## src/rtl/bb_pkg.sv

```systemverilog
package bb_pkg;
    // Default geometry: 16-bit virtual, 20-bit physical, bounds one bit wider than virtual.
    localparam int unsigned VA_W_DEF = 16;
    localparam int unsigned PA_W_DEF = 20;
    localparam int unsigned BD_W_DEF = VA_W_DEF + 1;

    typedef enum logic {
        ACC_LOAD  = 1'b0,
        ACC_STORE = 1'b1
    } acc_kind_e;
endpackage

```

## src/rtl/bb_regs.sv

```systemverilog
module bb_regs #(
    parameter int unsigned PA_W = bb_pkg::PA_W_DEF,
    parameter int unsigned BD_W = bb_pkg::BD_W_DEF
) (
    input  logic            clk,
    input  logic            rst_n,
    input  logic            priv_i,
    input  logic            we_i,
    input  logic [PA_W-1:0] base_i,
    input  logic [BD_W-1:0] bound_i,
    output logic [PA_W-1:0] base_o,
    output logic [BD_W-1:0] bound_o,
    output logic            priv_fault_o
);
    typedef struct packed {
        logic [PA_W-1:0] base;
        logic [BD_W-1:0] bound;
        logic            pfault;
    } regs_t;

    regs_t st_d, st_q;

    always_comb begin
        st_d        = st_q;
        st_d.pfault = 1'b0;
        if (we_i) begin
            if (priv_i) begin
                st_d.base  = base_i;
                st_d.bound = bound_i;
            end else begin
                st_d.pfault = 1'b1;
            end
        end
    end

    always_ff @(posedge clk or negedge rst_n) begin
        if (!rst_n) st_q <= '0;
        else        st_q <= st_d;
    end

    assign base_o       = st_q.base;
    assign bound_o      = st_q.bound;
    assign priv_fault_o = st_q.pfault;

    // registers move only on a privileged write
    assert_regs_hold_R5: assert property (@(posedge clk) disable iff (!rst_n)
        !(we_i && priv_i) |=> $stable(base_o) && $stable(bound_o));

    // privileged write lands next cycle
    assert_priv_load_R4: assert property (@(posedge clk) disable iff (!rst_n)
        (we_i && priv_i) |=> base_o == $past(base_i) && bound_o == $past(bound_i));

    // user write raises the privilege fault
    assert_user_fault_R5: assert property (@(posedge clk) disable iff (!rst_n)
        (we_i && !priv_i) |=> priv_fault_o);

    assert_no_spurious_pfault_R5: assert property (@(posedge clk) disable iff (!rst_n)
        !(we_i && !priv_i) |=> !priv_fault_o);
endmodule

```

## src/rtl/bb_check.sv

```systemverilog
module bb_check #(
    parameter int unsigned VA_W = bb_pkg::VA_W_DEF,
    parameter int unsigned PA_W = bb_pkg::PA_W_DEF,
    parameter int unsigned BD_W = bb_pkg::BD_W_DEF
) (
    input  logic [VA_W-1:0] vaddr_i,
    input  logic [PA_W-1:0] base_i,
    input  logic [BD_W-1:0] bound_i,
    output logic            legal_o,
    output logic [PA_W-1:0] paddr_o
);
    logic [BD_W-1:0] vext;

    always_comb begin
        vext    = BD_W'(vaddr_i);
        legal_o = (vext < bound_i);
        paddr_o = base_i + PA_W'(vaddr_i);
    end
endmodule

```

## src/rtl/bb_xlate.sv

```systemverilog
module bb_xlate #(
    parameter int unsigned VA_W = bb_pkg::VA_W_DEF,
    parameter int unsigned PA_W = bb_pkg::PA_W_DEF,
    parameter int unsigned BD_W = VA_W + 1
) (
    input  logic            clk,
    input  logic            rst_n,
    input  logic            priv_i,
    input  logic            cfg_we_i,
    input  logic [PA_W-1:0] cfg_base_i,
    input  logic [BD_W-1:0] cfg_bound_i,
    output logic [PA_W-1:0] cfg_base_o,
    output logic [BD_W-1:0] cfg_bound_o,
    input  logic            req_valid_i,
    input  logic [VA_W-1:0] req_vaddr_i,
    input  logic            req_write_i,
    output logic            mem_valid_o,
    output logic [PA_W-1:0] mem_paddr_o,
    output logic            mem_write_o,
    output logic            fault_bounds_o,
    output logic            fault_priv_o
);
    import bb_pkg::*;

    typedef struct packed {
        logic            valid;
        acc_kind_e       kind;
        logic            fault;
        logic [PA_W-1:0] paddr;
    } pipe_t;

    logic [PA_W-1:0] base_q;
    logic [BD_W-1:0] bound_q;
    logic            legal;
    logic [PA_W-1:0] paddr_c;
    pipe_t           pipe_d, pipe_q;

    bb_regs #(.PA_W(PA_W), .BD_W(BD_W)) u_regs (
        .clk          (clk),
        .rst_n        (rst_n),
        .priv_i       (priv_i),
        .we_i         (cfg_we_i),
        .base_i       (cfg_base_i),
        .bound_i      (cfg_bound_i),
        .base_o       (base_q),
        .bound_o      (bound_q),
        .priv_fault_o (fault_priv_o)
    );

    bb_check #(.VA_W(VA_W), .PA_W(PA_W), .BD_W(BD_W)) u_check (
        .vaddr_i (req_vaddr_i),
        .base_i  (base_q),
        .bound_i (bound_q),
        .legal_o (legal),
        .paddr_o (paddr_c)
    );

    always_comb begin
        pipe_d       = '0;
        pipe_d.kind  = ACC_LOAD;
        if (req_valid_i) begin
            if (legal) begin
                pipe_d.valid = 1'b1;
                pipe_d.kind  = req_write_i ? ACC_STORE : ACC_LOAD;
                pipe_d.paddr = paddr_c;
            end else begin
                pipe_d.fault = 1'b1;
            end
        end
    end

    always_ff @(posedge clk or negedge rst_n) begin
        if (!rst_n) pipe_q <= '0;
        else        pipe_q <= pipe_d;
    end

    assign mem_valid_o    = pipe_q.valid;
    assign mem_write_o    = (pipe_q.kind == ACC_STORE);
    assign mem_paddr_o    = pipe_q.paddr;
    assign fault_bounds_o = pipe_q.fault;
    assign cfg_base_o     = priv_i ? base_q  : '0;
    assign cfg_bound_o    = priv_i ? bound_q : '0;

    // a fault never coexists with a memory request
    assert_fault_blocks_req_R2: assert property (@(posedge clk) disable iff (!rst_n)
        !(fault_bounds_o && mem_valid_o));

    // in-range request is relocated one cycle later
    assert_relocate_R1: assert property (@(posedge clk) disable iff (!rst_n)
        (req_valid_i && (BD_W'(req_vaddr_i) < bound_q)) |=>
        mem_valid_o && mem_paddr_o == $past(base_q) + PA_W'($past(req_vaddr_i))
        && mem_write_o == $past(req_write_i));

    // out-of-range request faults one cycle later
    assert_out_of_range_R2: assert property (@(posedge clk) disable iff (!rst_n)
        (req_valid_i && (BD_W'(req_vaddr_i) >= bound_q)) |=> fault_bounds_o && !mem_valid_o);

    // idle cycle yields nothing
    assert_idle_quiet_R8: assert property (@(posedge clk) disable iff (!rst_n)
        !req_valid_i |=> !mem_valid_o && !fault_bounds_o);
endmodule

```

## config.mk

```make
export PLATFORM = sky130hd
export DESIGN_NAME = bb_xlate
export DESIGN_NICKNAME = d
export VERILOG_FILES = /design/src/rtl/bb_pkg.sv /design/src/rtl/bb_regs.sv /design/src/rtl/bb_check.sv /design/src/rtl/bb_xlate.sv
export SDC_FILE = /design/constraint.sdc
export NUM_CORES = 1
export LEC_CHECK = 0
export ABC_AREA = 0
export BUFFER_PORTS_ARGS = -buffer_cell sky130_fd_sc_hd__buf_2
export CAP_MARGIN = 20
export CELL_PAD_IN_SITES_DETAIL_PLACEMENT = 0
export CELL_PAD_IN_SITES_GLOBAL_PLACEMENT = 1
export CORE_MARGIN = 4
export CORE_UTILIZATION = 40
export DETAILED_ROUTE_END_ITERATION = 10
export PLACE_DENSITY = 0.94
export SLEW_MARGIN = 20
export SYNTH_ARGS = -nofsm -noshare
export SYNTH_HDL_FRONTEND = slang
export SYNTH_SLANG_ARGS = --single-unit
export TNS_END_PERCENT = 10
```

## constraint.sdc

```tcl
create_clock -name clk -period 5.6 [get_ports clk]
set_input_delay 1.12 -clock clk [delete_from_list [all_inputs] [get_ports clk]]
set_output_delay 1.12 -clock clk [all_outputs]
set_load 0.03 [all_outputs]
```

# [Word-level counts from Yosys, hierarchy flattened]
# Cells that the tools add are included.
[word_totals] ff_bits=61 wordCells=19 in_bits=59
[classes] muxes=9 n_reduce_logical=1 addsub=1 n_lt_le_gt_ge=1
[op_table] op="20-bit 2-to-1 mux" n=2
[op_table] op="23-bit 2-to-1 mux" n=1
[op_table] op="20-bit by 16-bit adder with 20-bit output" n=1
[op_table] op="16-bit by 17-bit less-than comparator with 1-bit output" n=1
[op_table] op="17-bit 2-to-1 mux" n=1
[op_table] op="1-bit 2-to-1 mux" n=4
[op_table] op="2-bit 2-to-1 mux" n=1
[op_table] op="2-bit AND reduction" n=1

# [Longest topological paths before layout]
# Gate-level depths: netlist (run 1).
[logic_depth] word_depth=3 depth_mapped=10 mapped_depth_nobuf=9

# [Hierarchy]
# From an unflattened synthesis (run 1), not the netlist that was laid out.
[hier_totals] hier_cells=369 area_unflattened_um2=4000.1
[by_module_without_submodules] module="bb_regs" seq_area_each_um2=950.9 instances=1 cells_per_inst=80 area_per_inst_um2=1560.2
[by_module_without_submodules] module="bb_check" seq_area_each_um2=0.0 instances=1 cells_per_inst=199 area_per_inst_um2=1407.6
[by_module_without_submodules] module="bb_xlate" seq_area_each_um2=575.6 instances=1 cells_per_inst=90 area_per_inst_um2=1032.2

# [Worst setup path before layout (run 1)]
# Ideal clock, no wire load.
[synth_path] path_type="input to output" startpoint="in priv_i" endpoint="out cfg_base_o[10]" cell_stages=3 t_arrival_ns=1.849 setup_slack_ns=2.631 n_path_buf=2 cell_sequence="clkbuf_1 > clkbuf_1 > and2_1"
[synth_between] elab_chain_len=1
[synth_rtl] element="start, declared" line_no="bb_xlate.sv:8" text="input logic priv_i,"
[synth_rtl] element="20-bit 2-to-1 mux" line_no="bb_xlate.sv:81" text="assign cfg_base_o = priv_i ? base_q : '0;"
[synth_rtl] element="end, declared" line_no="bb_xlate.sv:12" text="output logic [PA_W-1:0] cfg_base_o,"
# Every way passes these cells.

# [Worst setup path in the final report (run 1)]
[layout_path] startpoint="in priv_i" endpoint="out cfg_base_o[16]"
# Same word-level chain as after synthesis.

==> summary.md, run 1 <==
| Metric | Value |
|---|---|
| Die Wd | `between 100 and 150 um` |
| Least-Margin Pin Slew | `760 ps` |
| Element type at the critical path start | `primary input` |
| Placer congestion estimate | `between 0.8 and 0.9` |
| Via count normalized by instance count | `5.03` |
| Class of the most critical setup path | `primary input to output port` |
| Effective utilization at floorplan | `0.411` |
| Clock latency on the worst-skew pair | `330 ps` |
| Die height | `103 um` |
| Result of the run | `completed` |
| Kind of end point of the critical path | `output port` |
| Proportion of layout cells with a drive suffix above 1 | `0.385` |
| Congestion Overflow GR | `0` |
| Post-CTS Resized | `0` |
| Area of the mapped netlist | `0.00359 mm^2` |
| H-tree depth | `3` |
| Final Worst Setup Slack | `approximately 2500 ps` |
| Antenna viol nets, final | `0` |
| # clock sinks | `61` |
| Path class of the lowest-slack min-delay path | `flop to flop` |
| Total half-perimeter wirelength after legalization and detailed placement | `6910 um` |
| Sum of routed wire length over all layers | `8740 um` |
| Drc violations | `0` |
| Number of global-route vias before repair | `2961` |
| Mean area per synthesized cell | `10.6 um^2` |
| Number of setup violations in the final report | `0` |
| PortBufs | `between 100 and 150` |
| Power per cell area | `about 330 mW/mm^2` |
| Site Rows | `34` |
| Sequential area share after synthesis | `0.426` |
| Bufs on Longest Clock Path | `2` |
| Worst Path Arrival | `roughly 2000 ps` |
| Depth of the worst register-to-register path | `8` |
| RSZ-0062 raised after global routing | `false` |
| Clk_skew | `approximately 6.5 ps` |
| Flop-to-flop setup slack | `3310 ps` |
| Worst Setup Slack post-DPL | `2450 ps` |
| Highest attainable clock frequency | `about 320 MHz` |
| Maximum net fanout on the critical path | `39` |
| First DRT Iteration DRCs | `97` |
| Syn nets | `430` |
| Leakage power total | `2.30 nW` |
| Area Overhead vs Synth | `24.8%` |
| First-pass GRT wire length | `14500 um` |
| Clk root buf | `sky130_fd_sc_hd__clkbuf_8` |
| Number of detailed-route iterations in the first pass | `4` |
| Async S/R FF share, synth | `1.00` |
| Post-CTS Setup Inserts | `0` |
| Final nets | `~550` |
| Final setup TNS | `0 ps` |
| Maximum number of pins on one net before global-route repair | `62` |
| Synthesis warning total | `0` |
| CP Data Required Time | `4480 ps` |
| Post-route fraction of the period consumed by the critical path | `0.557` |
| Max_slew headroom | `0.493` |
| Number of enable flip-flop cells after synthesis | `0` |
| TritonCTS clock tree | `done` |
| Synthesized netlist cell count | `339` |
| Final Hold Fails | `0` |
| Synth Register Bits | `61` |
| Most used flip-flop cell after synthesis | `sky130_fd_sc_hd__dfrtp_1` |
| Crit path time final | `3120 ps` |
| Final routed wire length divided by cell count | `15.2 um` |
| Number of maximum-capacitance constraint violations | `0` |
| Total number of vias | `2895` |
| Max Slew Vio Count | `0` |
| Number of distinct library cells after synthesis | `47` |
| CTS clk-pin slew, worst paths | `60 ps` |
| Number of cells traversed by the worst hold path | `1` |
| Number of primary I/O pins | `120` |
| Count of inserted antenna diode cells | `0` |
| GRT Util Overall | `0.177` |
| Area of the die | `between 0.01 and 0.015 mm^2` |
| CTS Hold Bufs | `0` |
| Antenna violations before repair | `0` |
| Number of buffers created by CTS | `9` |
| VDD IR max | `approximately 0.00014 V` |
| Total core area | `0.00872 mm^2` |
[layout by cell type, fill, tap and decap left out, drive strengths merged, types with 4 or more instances in the layout]
cell type / n
a21oi: 15
o21ai: 17
buf: 121
nor2b: 4
dfrtp: 61
a21boi: 4
ha: 31
and3: 4
a211oi: 6
o21a: 4
nand2: 16
clkbuf: 16
and2: 41
nor2: 18
xnor2: 6
mux2: 37
a21o: 4
inv: 23
nor3: 9
[cells by family after synthesis]
family	synth area share
AO/OA/AOI/OAI	0.125
multiplexers	0.122
AND/OR/NAND/NOR	0.158
adder cells (fa/ha/maj)	0.114
buffers and inverters	0.0366
flip-flops	0.426
XOR/XNOR	0.0195
[synthesized netlist by cell type, types with 4 or more instances]
cell	number	area, um^2
sky130_fd_sc_hd__a211oi_1	5	37.5
sky130_fd_sc_hd__a21o_1	4	30.0
sky130_fd_sc_hd__a21oi_1	15	75.1
sky130_fd_sc_hd__and2_1	41	257
sky130_fd_sc_hd__and3_1	4	25.0
sky130_fd_sc_hd__clkbuf_1	7	26.3
sky130_fd_sc_hd__dfrtp_1	61	1530
sky130_fd_sc_hd__ha_1	31	388
sky130_fd_sc_hd__inv_1	22	82.6
sky130_fd_sc_hd__mux2_2	37	417
sky130_fd_sc_hd__nand2_1	15	56.3
sky130_fd_sc_hd__nor2_1	18	67.6
sky130_fd_sc_hd__nor3_1	9	45.0
sky130_fd_sc_hd__o21a_1	4	30.0
sky130_fd_sc_hd__o21ai_0	11	55.1
sky130_fd_sc_hd__o21ai_1	5	25.0
sky130_fd_sc_hd__xnor2_1	6	52.6
[path summary, 6_finish.rpt]
| path | startpoint | end |
|---|---|---|
| setup reg to reg | u_regs.bound_o[12] | mem_paddr_o[2] |
| min in group asynchronous | rst_n | mem_paddr_o[12] |
| max in group asynchronous | rst_n | u_regs.bound_o[13] |
| setup / recovery | priv_i | cfg_base_o[16] |
| hold / removal | u_regs.bound_o[15] | u_regs.bound_o[15] |
| hold reg to reg | u_regs.bound_o[15] | u_regs.bound_o[15] |
[cell type report]
| class | instances | area [um^2] |
|---|---|---|
| Inverter | 23 | 86.3 |
| Clock buffer | 16 | 190 |
| Sequential cell | 61 | 1530 |
| Timing Repair Buffer | 121 | 611 |
| Tap cell | 108 | 135 |
| Multi-Input combinational cell | 246 | 1930 |
| Fill cell | 800 | 4240 |
[state kept, by name, indices dropped and copies added, names as in the netlist]
name                 count
fault_bounds_o           1
mem_paddr_o             20
mem_valid_o              1
mem_write_o              1
u_regs.base_o           20
u_regs.bound_o          17
u_regs.priv_fault_o      1
[where the power goes]
group	internal, mW	switching, mW	total [mW]
logic	0.207	0.327	0.534
registers	0.512	0.0424	0.554
clock network	0.210	0.159	0.369
total	0.929	0.529	1.46
[metal layers]
metal  routed length [um]  GRT usage  share of wire  vias up
met5                    0          0              0        -
met4                  141     0.0575          0.016        0
met3                  604     0.0507          0.069       11
met2                 4250      0.278           0.49       77
met1                 3740      0.237           0.43     1377
li1                     -          -              -     1430
[worst max-delay path, stage by stage]
cell and delay, ps:
sky130_fd_sc_hd__buf_2 430, sky130_fd_sc_hd__and2_1 230, sky130_fd_sc_hd__buf_2 200
[metrics by stage]
step	area (um^2)	util	hold WS (ps)	cells	total power, mW
after floorplan	3590	-	494	339	0.942
after global placement	4290	0.492	514	559	1.09
final	4480	0.513	521	575	1.46
after detailed placement	4290	0.492	511	559	1.10
after CTS	4480	0.513	525	575	1.48
after global routing	4480	0.513	533	575	1.56
Power figures use the tool's default switching activity.
==> run 2: changes to the inputs <==
--- a/config.mk
+++ b/config.mk
@@ -11,9 +11,9 @@
 export CELL_PAD_IN_SITES_DETAIL_PLACEMENT = 0
 export CELL_PAD_IN_SITES_GLOBAL_PLACEMENT = 1
 export CORE_MARGIN = 4
-export CORE_UTILIZATION = 40
+export CORE_UTILIZATION = 35
 export DETAILED_ROUTE_END_ITERATION = 10
-export PLACE_DENSITY = 0.94
+export PLACE_DENSITY = 0.88
 export SLEW_MARGIN = 20
 export SYNTH_ARGS = -nofsm -noshare
 export SYNTH_HDL_FRONTEND = slang
==> constraint.sdc (replaced) <==
create_clock -name clk -period 2.6 [get_ports clk]
set_input_delay 0.52 -clock clk [delete_from_list [all_inputs] [get_ports clk]]
set_output_delay 0.52 -clock clk [all_outputs]
set_load 0.03 [all_outputs]
==> summary.md, run 2 (synthesized netlist as in run 1, its figures left out) <==
| Metric | Value |
|---|---|
| Result of the run | `completed (unchanged)` |
| Final Hold Fails | `0 (unchanged)` |
| Drc violations | `0 (unchanged)` |
| Count of inserted antenna diode cells | `0 (unchanged)` |
| Maximum net fanout on the critical path | `18 (was 39)` |
| Final setup TNS | `0 ps (unchanged)` |
| Proportion of layout cells with a drive suffix above 1 | `0.390 (was 0.385)` |
| Maximum number of pins on one net before global-route repair | `40 (was 62)` |
| Number of setup violations in the final report | `0 (unchanged)` |
| First DRT Iteration DRCs | `73 (was 97)` |
| Max_slew headroom | `0.548 (was 0.493)` |
| First-pass GRT wire length | `14500 um (about the same)` |
| Die height | `109 um (was 103 um)` |
| Post-CTS Setup Inserts | `0 (unchanged)` |
| Max Slew Vio Count | `0 (unchanged)` |
| Bufs on Longest Clock Path | `2 (unchanged)` |
| Element type at the critical path start | `flop (was primary input)` |
| Total area of sequential cells | `0.00153 mm^2 (unchanged)` |
| Number of detailed-route iterations in the first pass | `4 (unchanged)` |
| CTS Hold Bufs | `0 (unchanged)` |
| Die Wd | `109 um (was 103 um)` |
| Placed Area | `0.00435 mm^2 (was 0.00429 mm^2)` |
| Worst Path Arrival | `2450 ps (was 2000 ps)` |
| H-tree depth | `3 (unchanged)` |
| Site Rows | `36 (was 34)` |
| Clock latency on the worst-skew pair | `350 ps (was 330 ps)` |
| Class of the most critical setup path | `flop to flop (was primary input to output port)` |
| Area of the multi-input gates | `0.00193 mm^2 (unchanged)` |
| Crit path time final | `between 2000 and 2500 ps` |
| # clock sinks | `61 (unchanged)` |
| Total core area | `0.00986 mm^2 (was 0.00872 mm^2)` |
| Effective utilization at floorplan | `0.364 (was 0.411)` |
| Leakage power total | `2.34 nW (was 2.30 nW)` |
| PortBufs | `119 (unchanged)` |
| Clk root buf | `sky130_fd_sc_hd__clkbuf_8 (unchanged)` |
| Placer congestion estimate | `0.826 (was 0.825)` |
| TritonCTS clock tree | `done (unchanged)` |
| Clk_skew | `10.3 ps (was 6.48 ps)` |
| Fill cells | `978 (was 800)` |
| VDD IR max | `0.000274 V (was 0.000137 V)` |
| Post-route fraction of the period consumed by the critical path | `0.847` |
| Final nets | `555 (was 553)` |
| Via count normalized by instance count | `4.78 (was 5.03)` |
| Sum of routed wire length over all layers | `9030 um (was 8740 um)` |
| Path class of the lowest-slack min-delay path | `primary input to asynchronous set/reset pin (was flop to flop)` |
| Kind of end point of the critical path | `flop (was output port)` |
| Total number of vias | `2880 (was 2895)` |
| Number of maximum-capacitance constraint violations | `0 (unchanged)` |
| RSZ-0062 raised after global routing | `false (unchanged)` |
| Depth of the worst register-to-register path | `8 (unchanged)` |
| Power per cell area | `738 mW/mm^2 (was 326 mW/mm^2)` |
| Antenna viol nets, final | `0 (unchanged)` |
| GRT Util Overall | `0.158 (was 0.177)` |
| CTS clk-pin slew, worst paths | `70 ps (was 60 ps)` |
| Area Overhead vs Synth | `27.9% (was 24.8%)` |
| Number of global-route vias before repair | `2931 (was 2961)` |
| Total half-perimeter wirelength after legalization and detailed placement | `7280 um (was 6910 um)` |
| Number of primary I/O pins | `120 (unchanged)` |
| Number of buffers created by CTS | `9 (unchanged)` |
| Antenna violations before repair | `1 (was 0)` |
| Least-Margin Pin Slew | `678 ps (was 760 ps)` |
| Area of the die | `0.0119 mm^2 (was 0.0105 mm^2)` |
| Post-CTS Resized | `0 (unchanged)` |
| Highest attainable clock frequency | `around 450 MHz` |
| CP Data Required Time | `2840 ps (was 4480 ps)` |
| Fin area | `0.00459 mm^2 (was 0.00448 mm^2)` |
| Overall power | `3.38 mW (was 1.46 mW)` |
| Leading cell types in the layout, fill and taps excluded | `sky130_fd_sc_hd__buf_2, sky130_fd_sc_hd__dfrtp_1, sky130_fd_sc_hd__and2_1, sky130_fd_sc_hd__mux2_2, sky130_fd_sc_hd__ha_1 (unchanged)` |
| Most common cell after layout, fill and taps aside | `sky130_fd_sc_hd__buf_2 (unchanged)` |
| Final routed wire length divided by cell count | `15.0 um (was 15.2 um)` |
| Congestion Overflow GR | `0 (unchanged)` |
run 2: worst max-delay path, stage by stage, from the launching register on:
cell                        delay, ps
sky130_fd_sc_hd__dfrtp_1          360
sky130_fd_sc_hd__inv_1             60
sky130_fd_sc_hd__ha_1             280
sky130_fd_sc_hd__a2111oi_0        420
sky130_fd_sc_hd__o21ai_1          120
sky130_fd_sc_hd__a21oi_1          170
sky130_fd_sc_hd__and2_1           170
sky130_fd_sc_hd__nand2_2          230
sky130_fd_sc_hd__nor3_1           290
run 2: through the flow:
stage | setup slack (ps) | hold slack [ps] | instances | util
after floorplan | 416 | 224 | 339 | -
after global placement | 221 | 515 | 586 | 0.441
after detailed placement | 117 | 518 | 586 | 0.441
after CTS | 365 | 210 | 602 | 0.465
after global routing | 137 | 251 | 602 | 0.465
final | 398 | 212 | 602 | 0.465
run 2: where the power goes:
part / total, mW / switching [mW] / internal, mW
sequential: 1.19 / 0.0892 / 1.10
clock: 1.04 / 0.373 / 0.662
combinational: 1.16 / 0.707 / 0.451
run 2: layout make-up:
type | instances | area share
sequential | 61 | 0.333
clock inverter | 4 | 0.0207
clock buffer | 12 | 0.0317
multi-input combinational | 246 | 0.420
tap | 133 | 0.0363
inverter | 23 | 0.0188
timing repair buffer | 123 | 0.139
run 2: path summary, 6_finish.rpt:
check                              startpoint                  to  slack [ps]
max in group asynchronous               rst_n  u_regs.bound_o[12]        1770
hold reg to reg            u_regs.bound_o[15]  u_regs.bound_o[15]         530
setup / recovery           u_regs.bound_o[12]     mem_paddr_o[14]         400
setup reg to reg           u_regs.bound_o[12]     mem_paddr_o[14]         400
min in group clk              cfg_bound_i[10]  u_regs.bound_o[10]         400
hold / removal                          rst_n     mem_paddr_o[19]         210
run 2: routing by layer:
metal,global-route usage,wire length [um]
met2,0.243,4170
met4,0.0730,245
met1,0.210,4110
met3,0.0397,496
met5,0,7
==> run 3: changes to the inputs <==
==> constraint.sdc (replaced) <==
create_clock -name clk -period 1.9 [get_ports clk]
set_input_delay 0.38 -clock clk [delete_from_list [all_inputs] [get_ports clk]]
set_output_delay 0.38 -clock clk [all_outputs]
set_load 0.03 [all_outputs]
==> summary.md, run 3 (synthesized netlist as in run 1, its figures left out) <==
| Metric | Value |
|---|---|
| Least-Margin Pin Slew | `353 ps (was 678 ps)` |
| Number of maximum-capacitance constraint violations | `0 (unchanged)` |
| Area Overhead vs Synth | `44.8% (was 27.9%)` |
| GR Util met3 | `0.0403 (was 0.0397)` |
| Die height | `109 um (unchanged)` |
| Number of buffers created by CTS | `9 (unchanged)` |
| Max Slew Vio Count | `0 (unchanged)` |
| First DRT Iteration DRCs | `127 (was 73)` |
| CTS clk-pin slew, worst paths | `70 ps (about the same)` |
| Met1 routing resource usage after global routing | `0.217 (was 0.210)` |
| Fin area | `0.00519 mm^2 (was 0.00459 mm^2)` |
| Post-route fraction of the period consumed by the critical path | `1.09 (was 0.847)` |
| Die Wd | `109 um (unchanged)` |
| Post-Route Hold Slack | `32.3 ps (was 212 ps)` |
| TritonCTS clock tree | `done (unchanged)` |
| Worst Setup Slack post-DPL | `-339 ps (was 117 ps)` |
| Gr busiest metal | `met2 (unchanged)` |
| Portion of total power attributed to sequential cells | `0.343 (was 0.352)` |
| Class of the most critical setup path | `flop to flop (unchanged)` |
| Antenna viol nets, final | `0 (unchanged)` |
| Maximum number of pins on one net before global-route repair | `62 (was 40)` |
| Sum of routed wire length over all layers | `9980 um (was 9030 um)` |
| Placer congestion estimate | `0.841 (was 0.826)` |
| Number of setup violations in the final report | `11 (was 0)` |
| Power per cell area | `917 mW/mm^2 (was 738 mW/mm^2)` |
| Area of the die | `0.0119 mm^2 (unchanged)` |
| Most common cell after layout, fill and taps aside | `sky130_fd_sc_hd__buf_2 (unchanged)` |
| # clock sinks | `61 (unchanged)` |
| Effective utilization at floorplan | `0.364 (unchanged)` |
| Number of global-route vias before repair | `3267 (was 2931)` |
| Final Worst Setup Slack | `-173 ps (was 398 ps)` |
| Clock latency on the worst-skew pair | `340 ps (was 350 ps)` |
| CP Data Required Time | `2130 ps (was 2840 ps)` |
| Number of placed cells counting well taps | `642 (was 586)` |
| Clk root buf | `sky130_fd_sc_hd__clkbuf_8 (unchanged)` |
| Failing checks | `negative setup slack` |
| Result of the run | `finished with violations (was completed)` |
| Placed Area | `0.00478 mm^2 (was 0.00435 mm^2)` |
| Congestion Overflow GR | `0 (unchanged)` |
| PortBufs | `119 (unchanged)` |
| Count of inserted antenna diode cells | `0 (unchanged)` |
| Slowest stage delay, CP | `390 ps (was 420 ps)` |
| Element type at the critical path start | `flop (unchanged)` |
| Leading cell types in the layout, fill and taps excluded | `sky130_fd_sc_hd__buf_2, sky130_fd_sc_hd__dfrtp_1, sky130_fd_sc_hd__buf_4, sky130_fd_sc_hd__and2_1, sky130_fd_sc_hd__mux2_2 (was sky130_fd_sc_hd__buf_2, sky130_fd_sc_hd__dfrtp_1, sky130_fd_sc_hd__and2_1, sky130_fd_sc_hd__mux2_2, sky130_fd_sc_hd__ha_1)` |
| Total number of vias | `3127 (was 2880)` |
| Critical-path cell with the highest stage delay | `sky130_fd_sc_hd__dfrtp_1 (was sky130_fd_sc_hd__a2111oi_0)` |
| Combinational power share | `0.422 (was 0.342)` |
| Layout Cells excl Fill | `661 (was 602)` |
| First-pass GRT wire length | `15800 um (was 14500 um)` |
| Number of primary I/O pins | `120 (unchanged)` |
| Maximum net fanout on the critical path | `4 (was 18)` |
| Leakage power total | `2.64 nW (was 2.34 nW)` |
| Worst Path Arrival | `2300 ps (was 2450 ps)` |
| Via count normalized by instance count | `4.73 (was 4.78)` |
| Met2 usage | `0.289 (was 0.243)` |
| H-tree depth | `3 (unchanged)` |
| Crit path time final | `2070 ps (was 2200 ps)` |
| VDD IR max | `0.000357 V (was 0.000274 V)` |
| Kind of end point of the critical path | `flop (unchanged)` |
| GRT Util Overall | `0.174 (was 0.158)` |
| Internal power | `3.04 mW (was 2.21 mW)` |
| Total core area | `0.00986 mm^2 (unchanged)` |
| RSZ-0062 raised after global routing | `true (was false)` |
| Net switching power of the design | `1.72 mW (was 1.17 mW)` |
| Total half-perimeter wirelength after legalization and detailed placement | `7690 um (was 7280 um)` |
| Path class of the lowest-slack min-delay path | `primary input to asynchronous set/reset pin (unchanged)` |
| Highest attainable clock frequency | `483 MHz (was 454 MHz)` |
| Bufs on Longest Clock Path | `2 (unchanged)` |
| Max_slew headroom | `0.765 (was 0.548)` |
| Final nets | `616 (was 555)` |
| Utilization of the core after routing | `0.526 (was 0.465)` |
| Final Hold Fails | `0 (unchanged)` |
| Site Rows | `36 (unchanged)` |
| Proportion of layout cells with a drive suffix above 1 | `0.513 (was 0.390)` |
| Switching portion of total power | `0.361 (was 0.346)` |
| Final routed wire length divided by cell count | `15.1 um (was 15.0 um)` |
| Fill cells | `916 (was 978)` |
| Clock Power Share | `0.235 (was 0.306)` |
| Clk_skew | `10.3 ps (about the same)` |
| Ordered cell list for the critical path | `ha_2, inv_2, fa_2, nor2b_4, o31a_4, o2111ai_4, a21boi_2, o311a_1, mux2i_1 (was inv_1, ha_1, a2111oi_0, o21ai_1, a21oi_1, and2_1, nand2_2, nor3_1)` |
| Drc violations | `0 (unchanged)` |
| Number of detailed-route iterations in the first pass | `4 (unchanged)` |
| Antenna violations before repair | `0 (was 1)` |
-- run 3: cell types whose count changed in the layout (fill, tap and decap cells not counted), sizes merged --
cell,delta
bufinv,-2
nand2,+1
buf,+60
-- run 3: final cells by class --
type                    count  area (um^2)  area share
multi-input cells         247         2120       0.409
clock inverters             2         35.0     0.00675
clock buffers              12          145      0.0280
repair buffers            183         1110       0.214
flip-flops and latches     61         1530       0.294
well taps                 133          166      0.0321
inverters                  23         86.3      0.0166
-- run 3: path summary, 6_finish.rpt --
| check | startpoint | endpoint | slack (ps) | cells after the start |
|---|---|---|---|---|
| setup / recovery | u_regs.base_o[0] | mem_paddr_o[18] | -170 | 9 |
| min in group clk | cfg_bound_i[8] | u_regs.bound_o[8] | 260 | 2 |
| max in group asynchronous | rst_n | u_regs.base_o[6] | 1560 | 2 |
| setup reg to reg | u_regs.base_o[0] | mem_paddr_o[18] | -170 | 9 |
| hold reg to reg | u_regs.bound_o[9] | u_regs.bound_o[9] | 530 | 1 |
| hold / removal | rst_n | u_regs.base_o[19] | 30 | 2 |
-- run 3: per-stage QoR --
step	power (mW)	setup TNS, ps
6_report	4.76	-762
5_1_grt	5.05	-2350
3_3_place_gp	3.47	-4870
3_5_place_dp	3.51	-5670
4_1_cts	4.69	-1060
2_1_floorplan	2.78	-444
-- run 3: layer usage --
metal	vias up	wire length, um
met4	0	249
met2	85	4890
met3	20	506
met1	1464	4330
li1	1558	-
met5	-	0
-- run 3: worst max-delay path, delay by kind of cell, from the launching register on --
family | cells | cell delay [ps]
and+or+nand+nor | 1 | 50
muxes | 1 | 120
buffers and inverters | 1 | 50
DFF | 1 | 390
AOI/OAI and AO/OA | 4 | 940
adders and majority gates | 2 | 400
-- run 3: timing repair --
action                     CTS  global route
buffers inserted             1             3
resized for setup           17            26
setup endpoints to repair   20            23
hold buffers                 0             0
gates cloned                 1             0
hold endpoints to repair     0             0
pin swaps                   11            12
-- run 3: power groups by stage --
stage	clock, mW	sequential, mW	combinational (mW)
floorplan	0	1.81	0.965
global placement	0	1.65	1.82
detailed placement	0	1.66	1.86
CTS	1.15	1.63	1.92
global route	1.19	1.66	2.20
finish	1.12	1.63	2.01
